### src/rtl/adc_lock_pkg.sv
package adc_lock_pkg;
    typedef enum logic {
        ST_OPEN = 1'b0,
        ST_HELD = 1'b1
    } lock_state_t;
endpackage

### src/rtl/adc_lock_fsm.sv
module adc_lock_fsm
    import adc_lock_pkg::*;
(
    input  logic clk,
    input  logic rst_n,
    input  logic enable,
    input  logic conv_done,
    input  logic rd_lo,
    input  logic rd_hi,
    output logic held,
    output logic accept
);
    lock_state_t state_q, state_d;

    // state register
    always_ff @(posedge clk or negedge rst_n) begin
        if (!rst_n) state_q <= ST_OPEN;
        else        state_q <= state_d;
    end

    // next state and outputs
    always_comb begin
        state_d = state_q;
        unique case (state_q)
            ST_OPEN: if (enable && rd_lo && !rd_hi) state_d = ST_HELD;   // T_LOCK
            ST_HELD: if (!enable || rd_hi)          state_d = ST_OPEN;   // T_ABORT / T_RELEASE
            default:                                state_d = ST_OPEN;
        endcase
    end

    always_comb begin
        held   = (state_q == ST_HELD);
        accept = enable && conv_done && (state_q == ST_OPEN) && !rd_lo;
    end

    AST_LOCK_ON_LO: assert property (@(posedge clk) disable iff (!rst_n)
        (enable && rd_lo && !rd_hi) |=> held);
    AST_RELEASE_ON_HI: assert property (@(posedge clk) disable iff (!rst_n)
        (held && rd_hi) |=> !held);
    AST_DISABLE_RELEASES: assert property (@(posedge clk) disable iff (!rst_n)
        !enable |=> !held);
endmodule

### src/rtl/adc_result_store.sv
module adc_result_store #(
    parameter int DATA_W = 10
) (
    input  logic              clk,
    input  logic              rst_n,
    input  logic              wr_en,
    input  logic [DATA_W-1:0] wr_data,
    output logic [DATA_W-1:0] raw_q
);
    always_ff @(posedge clk or negedge rst_n) begin
        if (!rst_n)     raw_q <= '0;
        else if (wr_en) raw_q <= wr_data;
    end
endmodule

### src/rtl/adc_justify.sv
module adc_justify #(
    parameter int DATA_W = 10,
    parameter int BYTE_W = 8
) (
    input  logic [DATA_W-1:0] raw,
    input  logic              left_adj,
    output logic [BYTE_W-1:0] lo_byte,
    output logic [BYTE_W-1:0] hi_byte
);
    localparam int WIDE_W = 2 * BYTE_W;
    localparam int PAD    = WIDE_W - DATA_W;

    logic [WIDE_W-1:0] wide;

    always_comb begin
        wide = WIDE_W'(raw);
        if (left_adj) wide = wide << PAD;
        lo_byte = wide[BYTE_W-1:0];
        hi_byte = wide[WIDE_W-1:BYTE_W];
    end
endmodule

### src/rtl/adc_irq_flag.sv
module adc_irq_flag (
    input  logic clk,
    input  logic rst_n,
    input  logic enable,
    input  logic conv_done,
    input  logic flag_clr,
    output logic flag
);
    always_ff @(posedge clk or negedge rst_n) begin
        if (!rst_n)                    flag <= 1'b0;
        else if (!enable)              flag <= 1'b0;
        else if (conv_done)            flag <= 1'b1;
        else if (flag_clr)             flag <= 1'b0;
    end

    AST_FLAG_ON_DONE: assert property (@(posedge clk) disable iff (!rst_n)
        (enable && conv_done) |=> flag);
    AST_CLR_ALONE: assert property (@(posedge clk) disable iff (!rst_n)
        (flag_clr && !conv_done) |=> !flag);
    AST_DISABLE_CLEARS: assert property (@(posedge clk) disable iff (!rst_n)
        !enable |=> !flag);
endmodule

### src/rtl/adc_result_lock.sv
module adc_result_lock #(
    parameter int DATA_W = 10,
    parameter int BYTE_W = 8
) (
    input  logic              clk,
    input  logic              rst_n,
    input  logic              enable,
    input  logic              left_adj,
    input  logic              irq_en,
    input  logic              conv_done,
    input  logic [DATA_W-1:0] conv_data,
    input  logic              rd_lo,
    input  logic              rd_hi,
    input  logic              flag_clr,
    output logic [BYTE_W-1:0] lo_byte,
    output logic [BYTE_W-1:0] hi_byte,
    output logic              flag,
    output logic              irq
);
    logic              held;
    logic              accept;
    logic [DATA_W-1:0] raw_q;

    adc_lock_fsm i_fsm (
        .clk(clk), .rst_n(rst_n), .enable(enable), .conv_done(conv_done),
        .rd_lo(rd_lo), .rd_hi(rd_hi), .held(held), .accept(accept)
    );

    adc_result_store #(.DATA_W(DATA_W)) i_store (
        .clk(clk), .rst_n(rst_n), .wr_en(accept), .wr_data(conv_data), .raw_q(raw_q)
    );

    adc_justify #(.DATA_W(DATA_W), .BYTE_W(BYTE_W)) i_just (
        .raw(raw_q), .left_adj(left_adj), .lo_byte(lo_byte), .hi_byte(hi_byte)
    );

    adc_irq_flag i_flag (
        .clk(clk), .rst_n(rst_n), .enable(enable), .conv_done(conv_done),
        .flag_clr(flag_clr), .flag(flag)
    );

    assign irq = flag & irq_en;

    AST_HELD_NO_WRITE: assert property (@(posedge clk) disable iff (!rst_n)
        (held && conv_done) |=> $stable(raw_q));
    AST_OPEN_STORES: assert property (@(posedge clk) disable iff (!rst_n)
        (!held && enable && conv_done && !rd_lo) |=> (raw_q == $past(conv_data)));
    AST_IDLE_OFF: assert property (@(posedge clk) disable iff (!rst_n)
        !enable |=> $stable(raw_q));
endmodule

### config.mk
export PLATFORM = sky130hd
export DESIGN_NAME = adc_result_lock
export DESIGN_NICKNAME = d
export VERILOG_FILES = /design/src/rtl/adc_lock_pkg.sv /design/src/rtl/adc_lock_fsm.sv /design/src/rtl/adc_result_store.sv /design/src/rtl/adc_justify.sv /design/src/rtl/adc_irq_flag.sv /design/src/rtl/adc_result_lock.sv
export SDC_FILE = /design/constraint.sdc
export NUM_CORES = 1
export LEC_CHECK = 0
export ABC_CLOCK_PERIOD_IN_PS = 1600
export CORE_ASPECT_RATIO = 1.2
export CORE_MARGIN = 1
export CORE_UTILIZATION = 30
export DETAILED_ROUTE_END_ITERATION = 7
export HOLD_SLACK_MARGIN = 0.15
export PLACE_DENSITY = 0.77
export SKIP_CTS_REPAIR_TIMING = 1
export SYNTH_ARGS = -nofsm -noshare
export SYNTH_HDL_FRONTEND = slang
export SYNTH_SLANG_ARGS = --single-unit
### constraint.sdc
create_clock -name clk -period 1.6 [get_ports clk]
set_input_delay 0.24 -clock clk [delete_from_list [all_inputs] [get_ports clk]]
set_output_delay 0.24 -clock clk [all_outputs]
set_load 0.005 [all_outputs]
==> summary.txt <==
status = finished, final reports clean
Critical-path top delay cell = clkdlybuf4s50_1
TritonCTS clock tree = yes
initial antenna violation count = 0
Seq cells post-synth = 12
Sw Share = 23.3%
Core ar. = 0.00191 mm2
R2R Path End = i_store.raw_q[7]$_DFFE_PN0P_
Cell Area, Synth = 634 um2
Ys Warns = 0
first-pass GRT wire length = 2.10 mm
Worst Setup Path Type = reg2out
Sequential Power Share = 40.0%
Worst path depth = 2
clk root buf = clkbuf_4
total track usage = 12.3%
H-Tree Depth = 1
Iteration-0 DRC Markers = 3
num rows = 17
crit share post-route = 95.9%
Worst Path Arrival = 1.29 ns
Starting Density = 33.1%
crit path launch type = flop
DR pass1 iterations = 4
Hold Vio Cnt, Final = 0
share of layout cells above drive strength 1 = 27.8%
Final Setup Violations = 0
CP Data Required Time = 1.36 ns
post-synth top area share = 47.3%
largest net degree at the start of global routing = 13
Non-Filler Instances = 109
placer congestion estimate = 0.628
wire per inst = 12.5 um
CP Max Fanout = 3
max incr delay on CP = 0.50 ns
Filler cells = 169
Psw = 0.233 mW
Synth-to-Final Area Change = 74.8%
grt ovf = 0
area leader, netlist = dfrtp_1
die width = 44.0 um
CTS buffer count = 3
port buffer count = 36
Clk Latency, worst-skew pair = 0.27 ns
Die H = 52.4 um
die area = 0.00230 mm2
clock sink total = 12
antenna-violating nets left = 0
setup slack, reg-to-reg = 0.35 ns
Remaining DRCs = 0
drt via density = 4.56
Clock Skews = 0.00299 ns
Clk pin slew, worst setup/hold paths = 0.08 ns
R2R Path Start = i_fsm.held$_DFF_PN0_
CP Buf/Inv Count = 1
Worst Reg2Reg Path Length in Cells = 3
MaxCap Viol Count = 0
LEAKAGE = 0.518 nW
total power = 1.00 mW
HP Class = in2async
Nets = 110
syn_area_per_cell = 13.5 um2
count of pins over their slew limit = 0
clock share of power = 24.3%
vias in the first global route = 464
register area share after synthesis = 47.3%
pwr dens = 902 mW/mm2
Max-slew headroom = 64.1%
post-placement cell count = 103
synth unique cells = 12
Syn Nets = 66
Total Wirelength = 1.36 mm
combinational power share = 35.7%
ant diodes = 0
Vias = 497
Post-DP HPWL = 963 um
Max IR drop VDD = 0.000530 V
crit path capture type = output port
fmax = 0.652 GHz
Critical Path Sink = lo_byte[2]
min cycle time layout = 1.53 ns
slew at the pin closest to its max-slew limit = 0.537 ns
worst path cell trace = nor2b_2, clkdlybuf4s50_1
dominant cells by area after synthesis = dfrtp_1, mux2_4, mux2_2
IO Pins = 37
worst-case clock buffer depth = 2
Internal = 0.767 mW
Gate Count Post-Synth = 47
CP top delay family = buffers and inverters
worst setup path startpoint = i_store.raw_q[2]$_DFFE_PN0P_
metrics by stage:
stage	TNS (ns)	utilization, %	cell area [um2]	setup WS, ns	hold WS [ns]
6_report	0	57.9	1110	0.0652	0.318
5_1_grt	-0.0127	57.9	1110	-0.0127	0.366
3_3_place_gp	-3.33	54.4	1040	-0.289	0.510
3_5_place_dp	-3.27	54.4	1040	-0.283	0.504
2_1_floorplan	0	-	634	0.413	-0.0556
4_1_cts	-3.54	56.3	1080	-0.299	0.339
final cells by class:
class | count | area (um2) | area share, %
Sequential cell | 12 | 300 | 27.1
Clock buffer | 4 | 36.3 | 3.27
Multi-Input combinational cell | 32 | 317 | 28.6
Tap cell | 19 | 23.8 | 2.14
Timing Repair Buffer | 42 | 432 | 38.9
cell usage in the layout, fill, tap and decap left out:
| cell | Yosys | routed |
|---|---|---|
| clkdlybuf4s50_1 | 0 | 31 |
| dfrtp_1 | 12 | 12 |
| mux2_4 | 10 | 10 |
| and2_1 | 7 | 7 |
| nor2b_1 | 7 | 6 |
| dlymetal6s2s_1 | 0 | 5 |
| mux2_2 | 4 | 4 |
| clkbuf_4 | 0 | 3 |
| buf_4 | 0 | 3 |
| nor2b_2 | 0 | 1 |
| nor2_1 | 1 | 1 |
| nor3b_1 | 1 | 1 |
| and4bb_1 | 1 | 1 |
| o21a_1 | 1 | 1 |
| clkbuf_8 | 0 | 1 |
| buf_2 | 0 | 1 |
| buf_12 | 0 | 1 |
| buf_6 | 1 | 1 |
cells by family after synthesis:
family,after synthesis,synth area share [%]
mux,14,30.8
simple gates,17,17.6
buf+inv,3,3.15
flops,12,47.3
compound gates,1,1.18
registers in the layout, summed over array words and instances, names as in the netlist:
name	flops
i_fsm.held	1
i_store.raw_q	10
i_flag.flag	1
metal layers:
metal / wire length, um / up-vias / GRT usage (%)
met5: 0 / - / 0
met4: 0 / 0 / 3.03
met3: 89 / 0 / 3.45
met2: 629 / 24 / 17.7
met1: 640 / 232 / 18.0
li1: - / 241 / -
worst register-to-register path, cell delays in order, from the launching register on:
cell      delay, ns
dfrtp_1        0.38
and4bb_1       0.30
buf_12         0.16
mux2_4         0.31
Yosys cell counts:
library cell / instances
mux2_4: 10
clkbuf_1: 1
and2_1: 7
dfrtp_1: 12
and4bb_1: 1
nor2b_1: 7
nor3b_1: 1
mux2_2: 4
nor2_1: 1
buf_6: 1
clkbuf_2: 1
o21a_1: 1
worst min-delay path by stage:
stage | startpoint | end | depth (start not counted) | slack (ns)
5_1_grt | rst_n | i_store.raw_q[4]$_DFFE_PN0P_ | 1 | 0.37
4_1_cts | rst_n | i_store.raw_q[4]$_DFFE_PN0P_ | 1 | 0.34
3_3_place_gp | i_store.raw_q[7]$_DFFE_PN0P_ | i_store.raw_q[7]$_DFFE_PN0P_ | 1 | 0.51
2_1_floorplan | rst_n | i_flag.flag$_DFFE_PN0P_ | 0 | -0.06
6_report | rst_n | i_store.raw_q[4]$_DFFE_PN0P_ | 1 | 0.32
3_5_place_dp | i_store.raw_q[4]$_DFFE_PN0P_ | i_store.raw_q[4]$_DFFE_PN0P_ | 1 | 0.50
power groups by stage:
| stage | Clock (mW) | Sequential, mW | Combinational, mW |
|---|---|---|---|
| finish | 0.243 | 0.400 | 0.357 |
| global route | 0.267 | 0.409 | 0.386 |
| CTS | 0.246 | 0.400 | 0.358 |
| detailed placement | 0 | 0.402 | 0.357 |
| global placement | 0 | 0.402 | 0.353 |
| floorplan | 0 | 0.391 | 0.162 |
Note: power is estimated with default switching activity, not from simulation.
